`config.mk`:
```
export PLATFORM = sky130hd
export DESIGN_NAME = amo_unit
export DESIGN_NICKNAME = d
export VERILOG_FILES = /design/src/rtl/amo_pkg.sv /design/src/rtl/amo_alu.sv /design/src/rtl/amo_lane.sv /design/src/rtl/amo_dstcls.sv /design/src/rtl/amo_unit.sv
export SDC_FILE = /design/constraint.sdc
export NUM_CORES = 1
export LEC_CHECK = 0
export BUFFER_PORTS_ARGS = -buffer_cell sky130_fd_sc_hd__buf_2
export CELL_PAD_IN_SITES_DETAIL_PLACEMENT = 1
export CELL_PAD_IN_SITES_GLOBAL_PLACEMENT = 2
export CORE_ASPECT_RATIO = 1.1
export CORE_MARGIN = 10
export CORE_UTILIZATION = 32
export DETAILED_ROUTE_END_ITERATION = 10
export GPL_TIMING_DRIVEN = 0
export HOLD_SLACK_MARGIN = 0.05
export PLACE_DENSITY = 0.83
export SYNTH_ARGS = -nofsm -noshare
export SYNTH_HDL_FRONTEND = slang
export SYNTH_HIERARCHICAL = 1
export SYNTH_SLANG_ARGS = --single-unit
```
`constraint.sdc`:
```
create_clock -name clk -period 3.97 [get_ports clk]
set_input_delay 0.5955 -clock clk [delete_from_list [all_inputs] [get_ports clk]]
set_output_delay 0.5955 -clock clk [all_outputs]
set_load 0.1 [all_outputs]
```
`src/rtl/amo_pkg.sv`:
```
package amo_pkg;

  localparam int DATA_W = 64;
  localparam int HALF_W = DATA_W / 2;

  typedef enum logic [2:0] {
    AMO_SWAP   = 3'd0,
    AMO_CAS    = 3'd1,
    AMO_ADD    = 3'd2,
    AMO_ADDGEZ = 3'd3,
    AMO_AND    = 3'd4,
    AMO_OR     = 3'd5
  } amo_op_e;

  typedef enum logic [1:0] {
    FLT_NONE   = 2'd0,
    FLT_ALIGN  = 2'd1,
    FLT_ACCESS = 2'd2,
    FLT_REG    = 2'd3
  } amo_flt_e;

  typedef enum logic [1:0] {
    DST_GPR  = 2'd0,
    DST_DROP = 2'd1,
    DST_BAD  = 2'd2
  } dst_cls_e;

  typedef enum logic [2:0] {
    ST_IDLE  = 3'd0,
    ST_READ  = 3'd1,
    ST_CALC  = 3'd2,
    ST_WRITE = 3'd3,
    ST_RESP  = 3'd4
  } amo_st_e;

  // widen a 32-bit quantity by copying its top bit
  function automatic logic [DATA_W-1:0] sext_half(input logic [HALF_W-1:0] v);
    return {{HALF_W{v[HALF_W-1]}}, v};
  endfunction

  // natural alignment for the chosen access size
  function automatic logic is_misaligned(input logic word, input logic [2:0] lo);
    if (word) return lo[1:0] != 2'b00;
    return lo != 3'b000;
  endfunction

  // value that would be stored
  function automatic logic [DATA_W-1:0] amo_store_val(
    input logic [2:0]        op,
    input logic [DATA_W-1:0] old_v,
    input logic [DATA_W-1:0] opnd
  );
    logic [DATA_W-1:0] r;
    case (op)
      AMO_SWAP, AMO_CAS:  r = opnd;
      AMO_ADD, AMO_ADDGEZ: r = old_v + opnd;
      AMO_AND:            r = old_v & opnd;
      AMO_OR:             r = old_v | opnd;
      default:            r = old_v;
    endcase
    return r;
  endfunction

  // whether the store takes place
  function automatic logic amo_store_en(
    input logic [2:0]        op,
    input logic              word,
    input logic [DATA_W-1:0] old_v,
    input logic [DATA_W-1:0] opnd,
    input logic [DATA_W-1:0] cmp
  );
    logic [DATA_W-1:0] sum;
    logic              eq;
    logic              neg;
    sum = old_v + opnd;
    neg = word ? sum[HALF_W-1] : sum[DATA_W-1];
    eq  = word ? (old_v[HALF_W-1:0] == cmp[HALF_W-1:0]) : (old_v == cmp);
    case (op)
      AMO_SWAP, AMO_ADD, AMO_AND, AMO_OR: return 1'b1;
      AMO_CAS:    return eq;
      AMO_ADDGEZ: return ~neg;
      default:    return 1'b0;
    endcase
  endfunction

endpackage

```
`src/rtl/amo_alu.sv`:
```
module amo_alu
  import amo_pkg::*;
(
  input  logic [2:0]        op,
  input  logic              word,
  input  logic [DATA_W-1:0] old_val,
  input  logic [DATA_W-1:0] opnd,
  input  logic [DATA_W-1:0] cmp_val,
  output logic [DATA_W-1:0] new_val,
  output logic              do_write
);

  always_comb begin
    new_val  = amo_store_val(op, old_val, opnd);
    do_write = amo_store_en(op, word, old_val, opnd, cmp_val);
  end

endmodule

```
`src/rtl/amo_lane.sv`:
```
module amo_lane
  import amo_pkg::*;
#(
  parameter int DW = DATA_W
) (
  input  logic          word,
  input  logic          hi,
  input  logic [DW-1:0] rdata,
  input  logic [DW-1:0] wval,
  output logic [DW-1:0] loaded,
  output logic [DW-1:0] wdata,
  output logic [DW/8-1:0] be
);

  localparam int NB = DW / 8;
  localparam int HB = NB / 2;
  localparam int HW = DW / 2;

  logic [HW-1:0] pick;

  always_comb begin
    pick   = hi ? rdata[DW-1:HW] : rdata[HW-1:0];
    loaded = word ? sext_half(pick) : rdata;
    wdata  = word ? {wval[HW-1:0], wval[HW-1:0]} : wval;
  end

  for (genvar i = 0; i < NB; i++) begin : g_be
    localparam logic UPPER = (i >= HB);
    assign be[i] = ~word | (hi ~^ UPPER);
  end

endmodule

```
`src/rtl/amo_dstcls.sv`:
```
module amo_dstcls
  import amo_pkg::*;
#(
  parameter int RW      = 6,
  parameter int NUM_GPR = 56
) (
  input  logic [RW-1:0] idx,
  output dst_cls_e      cls
);

  localparam int ZERO_IDX = (1 << RW) - 1;
  localparam int SINK_IDX = (1 << RW) - 2;

  always_comb begin
    if (int'(idx) < NUM_GPR)                            cls = DST_GPR;
    else if (int'(idx) == ZERO_IDX || int'(idx) == SINK_IDX) cls = DST_DROP;
    else                                                 cls = DST_BAD;
  end

endmodule

```
`src/rtl/amo_unit.sv`:
```
module amo_unit
  import amo_pkg::*;
#(
  parameter int AW      = 32,
  parameter int RW      = 6,
  parameter int NUM_GPR = 56
) (
  input  logic              clk,
  input  logic              rst_n,
  input  logic              cmd_valid,
  output logic              cmd_ready,
  input  logic [2:0]        cmd_op,
  input  logic              cmd_word,
  input  logic [AW-1:0]     cmd_addr,
  input  logic [DATA_W-1:0] cmd_opnd,
  input  logic [DATA_W-1:0] cmd_cmp,
  input  logic [RW-1:0]     cmd_dst,
  output logic              busy,
  output logic              mem_req,
  output logic              mem_we,
  output logic [AW-1:0]     mem_addr,
  output logic [DATA_W-1:0] mem_wdata,
  output logic [DATA_W/8-1:0] mem_be,
  input  logic              mem_ready,
  input  logic [DATA_W-1:0] mem_rdata,
  input  logic              mem_err,
  output logic              done,
  output logic              rf_we,
  output logic [RW-1:0]     rf_idx,
  output logic [DATA_W-1:0] rf_data,
  output logic [1:0]        flt_code,
  output logic [AW-1:0]     flt_addr
);

  localparam int NB  = DATA_W / 8;
  localparam int OFF = $clog2(NB);

  amo_st_e           st;
  logic [2:0]        r_op;
  logic              r_word;
  logic [AW-1:0]     r_addr;
  logic [DATA_W-1:0] r_opnd;
  logic [DATA_W-1:0] r_cmp;
  logic [RW-1:0]     r_dst;
  logic [DATA_W-1:0] r_old;
  logic [DATA_W-1:0] r_new;
  amo_flt_e          r_flt;

  // named events for the checker
  logic accept;
  logic evt_misalign;
  logic evt_mem_err;

  logic [DATA_W-1:0] lane_loaded;
  logic [DATA_W-1:0] alu_new;
  logic              alu_wr;
  dst_cls_e          dcls;
  amo_flt_e          resp_flt;

  assign accept       = cmd_valid && (st == ST_IDLE);
  assign evt_misalign = accept && is_misaligned(cmd_word, cmd_addr[2:0]);
  assign evt_mem_err  = mem_req && mem_ready && mem_err;

  amo_lane #(.DW(DATA_W)) u_lane (
    .word   (r_word),
    .hi     (r_addr[2]),
    .rdata  (mem_rdata),
    .wval   (r_new),
    .loaded (lane_loaded),
    .wdata  (mem_wdata),
    .be     (mem_be)
  );

  amo_alu u_alu (
    .op       (r_op),
    .word     (r_word),
    .old_val  (r_old),
    .opnd     (r_opnd),
    .cmp_val  (r_cmp),
    .new_val  (alu_new),
    .do_write (alu_wr)
  );

  amo_dstcls #(.RW(RW), .NUM_GPR(NUM_GPR)) u_dcls (
    .idx (r_dst),
    .cls (dcls)
  );

  always_ff @(posedge clk) begin
    if (!rst_n) begin
      st     <= ST_IDLE;
      r_op   <= '0;
      r_word <= 1'b0;
      r_addr <= '0;
      r_opnd <= '0;
      r_cmp  <= '0;
      r_dst  <= '0;
      r_old  <= '0;
      r_new  <= '0;
      r_flt  <= FLT_NONE;
    end else begin
      case (st)
        ST_IDLE: begin
          if (accept) begin
            r_op   <= cmd_op;
            r_word <= cmd_word;
            r_addr <= cmd_addr;
            r_opnd <= cmd_opnd;
            r_cmp  <= cmd_cmp;
            r_dst  <= cmd_dst;
            if (evt_misalign) begin
              r_flt <= FLT_ALIGN;
              st    <= ST_RESP;
            end else begin
              r_flt <= FLT_NONE;
              st    <= ST_READ;
            end
          end
        end
        ST_READ: begin
          if (mem_ready) begin
            if (mem_err) begin
              r_flt <= FLT_ACCESS;
              st    <= ST_RESP;
            end else begin
              r_old <= lane_loaded;
              st    <= ST_CALC;
            end
          end
        end
        ST_CALC: begin
          r_new <= alu_new;
          st    <= alu_wr ? ST_WRITE : ST_RESP;
        end
        ST_WRITE: begin
          if (mem_ready) begin
            if (mem_err) r_flt <= FLT_ACCESS;
            st <= ST_RESP;
          end
        end
        ST_RESP: st <= ST_IDLE;
        default: st <= ST_IDLE;
      endcase
    end
  end

  always_comb begin
    if (r_flt != FLT_NONE)   resp_flt = r_flt;
    else if (dcls == DST_BAD) resp_flt = FLT_REG;
    else                      resp_flt = FLT_NONE;
  end

  assign cmd_ready = (st == ST_IDLE);
  assign busy      = (st != ST_IDLE);
  assign mem_req   = (st == ST_READ) || (st == ST_WRITE);
  assign mem_we    = (st == ST_WRITE);
  assign mem_addr  = {r_addr[AW-1:OFF], {OFF{1'b0}}};
  assign done      = (st == ST_RESP);
  assign rf_we     = done && (resp_flt == FLT_NONE) && (dcls == DST_GPR);
  assign rf_idx    = r_dst;
  assign rf_data   = r_old;
  assign flt_code  = done ? resp_flt : FLT_NONE;
  assign flt_addr  = r_addr;

endmodule

```
; ---- Yosys cells after proc, flatten, opt, wreduce, memory -nomap -nowiden
; Cells that the tools add are included.
[word_totals]
reg_bits = 303
in_bits = 239
[classes]
add_sub_neg = 1
order_cmp = 1
n_eq_ne = 19
muxes = 27
bitwise = 8
n_reduce_logical = 23
[ops]
columns = operator, count
row1 = case mux 64 bit (4 select lines), 1
row2 = 2-to-1 mux 64 bit, 2
row3 = adder 64 bit, 1
row4 = AND 64 bit, 1
row5 = equality test 64 bit, 1
row6 = OR 64 bit, 1
row7 = equality test 32 bit, 1
row8 = 2-to-1 mux 32 bit, 1
row9 = 2-to-1 mux 3 bit, 6
row10 = 2-to-1 mux 2 bit, 8
row11 = "equality test 3 x 2 -> 1 bit, second input constant", 4
row12 = case mux 3 bit (4 select lines), 1
row13 = "equality test 3 bit, second input constant", 3
row14 = "!= test 2 x 1 -> 1 bit, second input constant", 4
row15 = "equality test 3 x 1 -> 1 bit, second input constant", 2
row16 = "equality test 6 x 1 -> 1 bit, second input constant", 1
row17 = "equality test 6 x 2 -> 1 bit, second input constant", 1
row18 = zero test 3 bit, 2
row19 = "< comparator 6 bit, second input constant", 1
row20 = 2-to-1 mux 1 bit, 6
row21 = AND reduction 3 bit, 2
row22 = nonzero test 2 bit, 3
row23 = nonzero test 3 bit, 2
row24 = OR reduction 2 bit, 3
row25 = other kinds (12), 21

; ---- Depth between registers and ports, before layout
; Gate-level depths: netlist (run 1).
[logic_depth]
word_depth = 10
ltp_mapped = 15

; ---- Modules after synthesis
; Netlist (run 1), hierarchy kept.
[by_module_without_submodules]
columns = mod, n_inst, cells_each, area_each_um2, seq_area_each_um2
row1 = amo_unit, 1, 1373, 11823.8, 6065.8
row2 = amo_alu, 1, 1121, 7937.6, 0.0
row3 = amo_lane, 1, 185, 1540.2, 0.0
row4 = amo_dstcls, 1, 4, 26.3, 0.0

; ---- Least setup slack after synthesis (run 1)
; No wires, ideal clock.
[synth_path]
kind = flip-flop to output port
from = register r_dst[2], in the netlist rf_idx[2]
to = output rf_we
t_arrival_ps = 4294
t_required_ps = 3374
path_slack_ps = -920
path_stages_with_launch = 3
path_cell_list = dfxtp_1 > a21oi_2 > nor4b_1
[synth_via]
elab_chain_cells = 10
word_cells_on_any_way = 13
classes_between = 1 x order compare / 3 x eq/ne / 4 x mux / 5 x reduce/logical
[synth_lines]
columns = element, line_no
row1 = start: declaration, amo_unit.sv:44  ; logic [RW-1:0] r_dst;
row2 = start signal: assignment, amo_unit.sv:110  ; r_dst <= cmd_dst;
row3 = branches (longest 3 deep; another with < comparator 6 bit), n/a
row4 = 2-to-1 mux 2 bit *, amo_dstcls.sv:15  ; if (int'(idx) < NUM_GPR) cls = DST_GPR;
row5 = net dcls[1], amo_unit.sv:57  ; dst_cls_e dcls;
row6 = equality test 2 bit, amo_unit.sv:149  ; else if (dcls == DST_BAD) resp_flt = FLT_REG;
row7 = 2-to-1 mux 2 bit, amo_unit.sv:149
row8 = 2-to-1 mux 2 bit, amo_unit.sv:148  ; if (r_flt != FLT_NONE) resp_flt = r_flt;
row9 = zero test 2 bit, amo_unit.sv:159  ; assign rf_we = done && (resp_flt == FLT_NONE) && (dcls == DST_GPR);
row10 = logical AND 1 bit, amo_unit.sv:159
row11 = logical AND 1 bit *, amo_unit.sv:159
row12 = end: declaration, amo_unit.sv:28  ; output logic rf_we,
; Mark *: on every way through the listed nets, which the timed path passes.

; ---- Worst setup path after layout (run 1)
[layout_path]
from = register r_op[1]
to = register st[2]
[layout_via]
elab_chain_cells = 5
word_cells_on_any_way = 10
classes_between = 5 x eq/ne / 3 x mux / 2 x reduce/logical
[layout_lines]
columns = element, line_no
row1 = start: declaration, amo_unit.sv:39  ; logic [2:0] r_op;
row2 = start signal: assignment, amo_unit.sv:105  ; r_op <= cmd_op;
row3 = equality test 3 x 2 -> 1 bit (tied with other cells), amo_pkg.sv:78  ; case (op)
row4 = OR reduction 4 bit, amo_pkg.sv:78
row5 = case mux 1 bit (3 select lines) *, amo_pkg.sv:78
row6 = net alu_wr, amo_unit.sv:56  ; logic alu_wr;
row7 = 2-to-1 mux 3 bit *, amo_unit.sv:133  ; st <= alu_wr ? ST_WRITE : ST_RESP;
row8 = case mux 3 bit (4 select lines) *, amo_unit.sv:102  ; case (st)
row9 = end signal: assignment, amo_unit.sv:133
row10 = end: declaration, amo_unit.sv:38  ; amo_st_e st;
; Mark *: on every way through the listed nets, which the timed path passes. The rest lies on a longest branch.
; A chain may end at the register's enable or synchronous reset.

==> results.yml, run 1 <==
outcome:
  status: "finished with violations"
  violations: "negative setup slack"
yosys:
  synth_top_area_share: 0.284
  syn_inst: 2683
  syn_avg_cell_area_sq_um: 7.95
  syn-cell-area_sq_mm: 0.0213
  synth_area_leaders: "dfxtp_1, nand2_1, ha_1, a21boi_0, mux4_2"
  ys_ff_latch: 303
  synth_largest_area_cell: "dfxtp_1"
  ys.flop_type: "dfxtp_1"
  synth_cell_types: 83
  ys_warn_count: 6
  seq_area_frac_synth: 0.284
  synth_edf_count: 0
  synth-async-reset-ratio: 0
sta:
  finalCritPeriodShare: 1.02
  setup_viol: 2
  rsz0062_at_grt: "true"
  finClkSkew_ns: 0.0393
  slew_violations: 0
  finalHoldViolations: 0
  period_minus_slack_ns: 4.05
  worst_slack_ns: -0.0795
  worstMarginPinSlew_ns: 1.32
  setup_tns_ns: -0.0950
  fmax_mhz: 247
  relSlewSlack: 0.115
floorplanning:
  ios: 453
  die_area_sq_mm: 0.0774
  die_y_microns: 291
  rows: 99
  die_w_microns: 266
  core_sq_mm: 0.0661
  start_util: 0.322
critical_path:
  crit_fanout: 10
  cpLargestDelayFamily: "simple AND/OR/NAND/NOR gates"
  critPathKind: "register to register"
  slowest_stage: "nor2_1"
  cp-end-kind: "register"
  worst_ep_required_time_ns: 4.38
  worstSetupStartpointType: "register"
  slowest_delay_ns: 1.14
  cp.arrival_ns: 4.46
  path_cells: "clkbuf_1 > nor2_1 > nand4_1 > nor4_1 > nor3b_1 > o211ai_1 > a21o_1 > a2111oi_4"
  worst-path-buf-inv: 1
power_and_ir_drop:
  switchingPower_mw: 3.06
  power.share.switching: 0.344
  p_comb_frac: 0.230
  leakagePower_nw: 11.4
  p_int_mw: 5.85
  p_per_area_mw_per_mm2: 340
  p_clk_frac: 0.396
  seq_power_share: 0.373
  peakVddDrop_uv: 253
grt:
  grtUsageMet2: 0.472
  antenna_found_initial: 18
  grtUsageMet1: 0.298
  grt_usage: 0.261
  grt-busiest-layer: "met2"
  grt_pass1_vias: 23000
  gr-total-overflow: 0
  use_met3: 0.0563
  grt_max_degree: 14
  grt_pass1_wl_mm: 151
place:
  gp_congestion: 0.936
  place_hpwl_mm: 87.3
  dp_slack_ns: -0.622
  io_buffers: 449
cells_and_area:
  nFillCells: 8180
  drive_above_1_share: 0.266
  multi_input_area_sq_mm: 0.0134
  area_growth_pct: 22.8
  regArea_sq_mm: 0.00613
  finalNetCount: 3547
cts:
  cts-root-buf: "clkbuf_16"
  cts_sinks: 303
  cts.path.max_buffers: 3
  clkTransAtPathRegs_ns: 0.07
  clkLatencyLatePin_ns: 0.59
  cts_tree: "built"
  htree_levels: 2
  cts_buffers: 39
  hold_buffers: 0
flow_run:
  maxCapViolCount: 0
route:
  via_per_inst: 5.26
  first_pass_iters: 5
  wire_per_inst_microns: 25.7
  vias: 21400
  ant_nets: 0
  drtIter0Drc: 1043
  drc: 0
  routed_wl_mm: 105
min_path:
  hold_path_class: "primary input to register"
## worst min-delay path: cells and delay by family
kind	cells	cell delay (ns)
buffers and inverters	1	0.10
AND/OR/NAND/NOR	1	0.05
AO/OA/AOI/OAI	1	0.05
## state kept, by name, indices dropped and copies added (netlist names), 3 cells and up
name      count
flt_addr     32
r_cmp        64
r_new        64
r_op          3
r_opnd       64
rf_data      64
rf_idx        6
st            3
## area by class of cell
cell class,instances,area share
Antenna cell,11,0.00105
Tap cell,858,0.0410
Clock buffer,52,0.0407
Inverter,150,0.0215
Sequential cell,303,0.234
Multi-Input combinational cell,1984,0.511
Timing Repair Buffer,457,0.0881
Clock inverter,13,0.00616
Buffer,244,0.0561
## Yosys cell counts (4+ instances only)
library cell	count
buf_4	79
nor3b_1	6
o21ai_0	65
buf_6	29
ha_1	128
a21o_1	27
mux4_2	45
nand3_1	10
xnor2_1	66
nor4_1	14
o211ai_1	13
nand2b_1	10
or3_1	4
a211o_1	4
a211oi_1	7
a21boi_1	100
clkbuf_1	102
o21a_1	9
buf_2	31
mux2i_1	71
o21bai_1	17
xor2_1	53
a21oi_1	184
nand2_1	676
mux2_4	29
buf_1	6
nand4_1	31
nor2b_1	10
mux2_2	36
o22ai_1	8
nor3_1	15
a221oi_1	4
and2_1	4
inv_1	150
a21boi_0	137
o21ai_1	4
nor2_1	131
dfxtp_1	303
## through the flow
step | instance area [sq um] | hold slack (ns) | total power [mW] | utilization | std cells
floorplan | 21300 | 0.441 | 4.74 | - | 2685
global placement | 24700 | 0.448 | 5.39 | 0.373 | 3992
detailed placement | 24700 | 0.462 | 5.44 | 0.373 | 3992
CTS | 25900 | 0.217 | 9.00 | 0.392 | 4057
global route | 26200 | 0.240 | 9.27 | 0.396 | 4063
finish | 26200 | 0.248 | 8.91 | 0.396 | 4072
## routing by layer
metal  vias to the layer above  wire [microns]
met5                         -              93
met4                        18            3560
met3                       163            6580
met2                       669           52400
met1                     10600           42000
li1                       9983               -
## logic make-up (layout without fill, tap and decap cells)
family | count (synthesis) | count (layout) | synth area share
compound gates | 618 | 618 | 0.194
flops | 303 | 303 | 0.284
simple gates | 933 | 933 | 0.180
xor+xnor | 119 | 119 | 0.0489
mux | 182 | 182 | 0.121
buf+inv | 398 | 916 | 0.0960
other cells | 1 | 14 | 0.000176
fa+ha+maj | 129 | 129 | 0.0760
## layout by cell type, fill, tap and decap left out, types with 52 or more instances in the layout
cell type / instances
inv_1: 150
a21boi_1: 100
a21oi_1: 178
ha_1: 124
mux2i_1: 71
a21boi_0: 137
buf_2: 480
clkbuf_1: 108
o21ai_0: 61
buf_4: 87
nor2_1: 131
xor2_1: 52
dfxtp_1: 262
nand2_1: 675
xnor2_1: 66
## power by group through the flow
stage / Sequential, mW / Combinational [mW] / Clock [mW]
after floorplan: 3.56 / 1.18 / 0
after global placement: 3.38 / 2.00 / 0
after detailed placement: 3.39 / 2.04 / 0
after CTS: 3.33 / 2.05 / 3.62
after global routing: 3.34 / 2.19 / 3.74
final: 3.33 / 2.05 / 3.53
## final timing paths
kind,start,to,slack (ns),cells after the start
worst max register to register,r_op[1]$_SDFFE_PN0P_,st[2]$_SDFFE_PN0P_,-0.08,8
worst max-delay path,r_op[1]$_SDFFE_PN0P_,st[2]$_SDFFE_PN0P_,-0.08,8
worst min-delay path,cmd_opnd[47],r_opnd[47]$_SDFFE_PN0P_,0.25,3
worst min register to register,r_new[55]$_SDFFE_PN0N_,r_new[55]$_SDFFE_PN0N_,0.47,2
## repair_timing
| item | CTS | global route |
|---|---|---|
| gates resized for setup | 22 | 57 |
| cloned | 0 | 0 |
| endpoints found under the setup margin | 18 | 19 |
| pin swaps | 0 | 7 |
| buffers inserted | 0 | 8 |
No activity file was read; power rests on OpenSTA's default activity.
==> run 2, diff against run 1 <==
Settings changed: BUFFER_PORTS_ARGS -buffer_cell sky130_fd_sc_hd__buf_2 to -buffer_cell sky130_fd_sc_hd__buf_4, CTS_CLUSTER_SIZE from default to 28.
==> run 2 against run 1 <==
Against the previous run: the flow now finishes without violations; count of clock-buffer cells in the layout is 8 higher; clock skew fell by 0.011 ns; maximum frequency rose by 3.4%; critical path depth grew 7; sequential share of layout area shrank 1.0 points; clock power rose by 7.1%; die area stayed put; critical path type unchanged; largest cell class unchanged.
==> results.yml, run 2 (synthesis results as in run 1) <==
place:
  place_hpwl_mm: 88.2
  io_buffers: 449
  gp_congestion: 0.947
  dp_slack_ns: -0.623
  postPlaceCellArea_sq_mm: 0.0258
sta:
  finClkSkew_ns: 0.0284
  worst_slack_ns: 0.0521
  worstMarginPinSlew_ns: 1.20
  fmax_mhz: 255
  slew_violations: 0
  rsz0062_at_grt: "true"
  finalHoldViolations: 0
  finalCritPeriodShare: 0.987
  relSlewSlack: 0.199
  period_minus_slack_ns: 3.92
  setup_viol: 0
grt:
  grt_usage: 0.266
  grt_pass1_wl_mm: 154
  grt_max_degree: 14
  grt_pass1_vias: 23100
  gr-total-overflow: 0
  antenna_found_initial: 3
floorplanning:
  die_y_microns: 291
  rows: 99
  ios: 453
  die_area_sq_mm: 0.0774
  core_sq_mm: 0.0661
  start_util: 0.322
  die_w_microns: 266
cts:
  htree_levels: 2
  cts.path.max_buffers: 3
  clkLatencyLatePin_ns: 0.59
  cts-root-buf: "clkbuf_16"
  cts_sinks: 303
  clkTransAtPathRegs_ns: 0.06
  cts_buffers: 39
  hold_buffers: 0
  cts_tree: "built"
cells_and_area:
  drive_above_1_share: 0.266
  layout.cells.most_common: "nand2_1"
  finalNetCount: 3544
  regArea_sq_mm: 0.00613
  multi_input_area_sq_mm: 0.0134
  layout_common_cells: "nand2_1, buf_4, dfxtp_1"
  nFillCells: 7993
  area_growth_pct: 28.4
  stdcell_area_sq_mm: 0.0274
critical_path:
  cp-end-kind: "register"
  crit_fanout: 5
  cp.arrival_ns: 4.42
  slowest_stage: "o311ai_1"
  slowest_delay_ns: 0.46
  reg2regPathDepth: 15
  rrSetupSlack_ns: 0.05
  r2r-end: "r_new[58]$_SDFFE_PN0N_"
  path_cells: "ha_1 > inv_1 > fa_1 > nor2b_1 > o31a_1 > o22a_2 > a211o_1 > a31oi_4 > o21ai_4 > a22oi_2 > o311ai_1 > xnor2_1 > o21ai_0 > nand2_1 > a21boi_0"
  worst_ep_required_time_ns: 4.47
  worstSetupStartpointType: "register"
  r2r_start: "rf_data[0]$_SDFFE_PN0P_"
  critPathKind: "register to register"
route:
  routed_wl_mm: 106
  first_pass_iters: 5
  drtIter0Drc: 1044
  wire_per_inst_microns: 26.1
  drc: 0
  ant_nets: 0
  via_per_inst: 5.23
  vias: 21300
min_path:
  holdCritStartpoint: "cmd_opnd[21]"
  hold_path_class: "primary input to register"
  min_path_cells: 3
  worstHoldEndpoint: "r_opnd[21]$_SDFFE_PN0P_"
power_and_ir_drop:
  leakagePower_nw: 11.6
  p_per_area_mw_per_mm2: 338
  peakVddDrop_uv: 282
flow_run:
  maxCapViolCount: 0
outcome:
  status: "complete, no violations"
## run 2: critical path, delay by kind of cell (launching register included)
kind	cells	cell delay, ns
adder cells (fa/ha/maj)	2	0.68
buffers and inverters	1	0.08
XOR/XNOR	1	0.11
flip-flops	1	0.42
AO/OA/AOI/OAI	9	2.28
AND/OR/NAND/NOR	2	0.25
## run 2: metal layers
metal | wire [microns] | GRT usage | up-vias
li1 | - | - | 9955
met1 | 42500 | 0.302 | 10500
met2 | 53700 | 0.484 | 654
met3 | 6760 | 0.0618 | 138
met4 | 3160 | 0.0774 | 2
met5 | 7 | 0 | -
## run 2: area by class of cell
class / count / area share
inverter: 150 / 0.0206
buffer: 243 / 0.0536
multi-input combinational: 1984 / 0.488
sequential: 303 / 0.224
tap: 858 / 0.0392
clock buffer: 60 / 0.0444
clock inverter: 12 / 0.00535
antenna: 1 / 0.0000914
timing repair buffer: 455 / 0.125
## run 2: how the worst max path moves through the flow
stage / start / end / slack (ns) / cells after the start
after global placement: rf_data[1]$_SDFFE_PN0P_ / st[2]$_SDFFE_PN0P_ / -0.54 / 14
after global routing: rf_data[3]$_SDFFE_PN0P_ / st[2]$_SDFFE_PN0P_ / -0.01 / 14
final: rf_data[0]$_SDFFE_PN0P_ / r_new[58]$_SDFFE_PN0N_ / 0.05 / 15
after floorplan: rf_data[6]$_SDFFE_PN0P_ / st[2]$_SDFFE_PN0P_ / 0.02 / 14
after detailed placement: rf_data[1]$_SDFFE_PN0P_ / st[2]$_SDFFE_PN0P_ / -0.62 / 14
after CTS: rf_data[6]$_SDFFE_PN0P_ / st[2]$_SDFFE_PN0P_ / -0.05 / 14
## run 2: timing repair
action                                  CTS  global route
pin swaps                                 1             5
setup buffers                             1             5
resized for setup                        22            51
endpoints found under the setup margin   27            20
hold endpoints to repair                  0             0
## run 2: power by group
part	leakage, nW	switching [mW]	internal, mW
clock	0.658	1.57	2.20
sequential	2.49	0.155	3.17
combinational	8.50	1.41	0.749
total	11.6	3.14	6.12
## run 2: per-stage QoR
stage / utilization / power, mW / hold slack, ns / TNS, ns / cells
2_1_floorplan: - / 4.74 / 0.441 / 0 / 2685
3_3_place_gp: 0.390 / 5.49 / 0.450 / -1.90 / 3992
3_5_place_dp: 0.390 / 5.54 / 0.461 / -2.84 / 3992
4_1_cts: 0.412 / 9.34 / 0.234 / -0.0508 / 4065
5_1_grt: 0.414 / 9.61 / 0.247 / -0.0139 / 4066
6_report: 0.414 / 9.26 / 0.256 / 0 / 4066
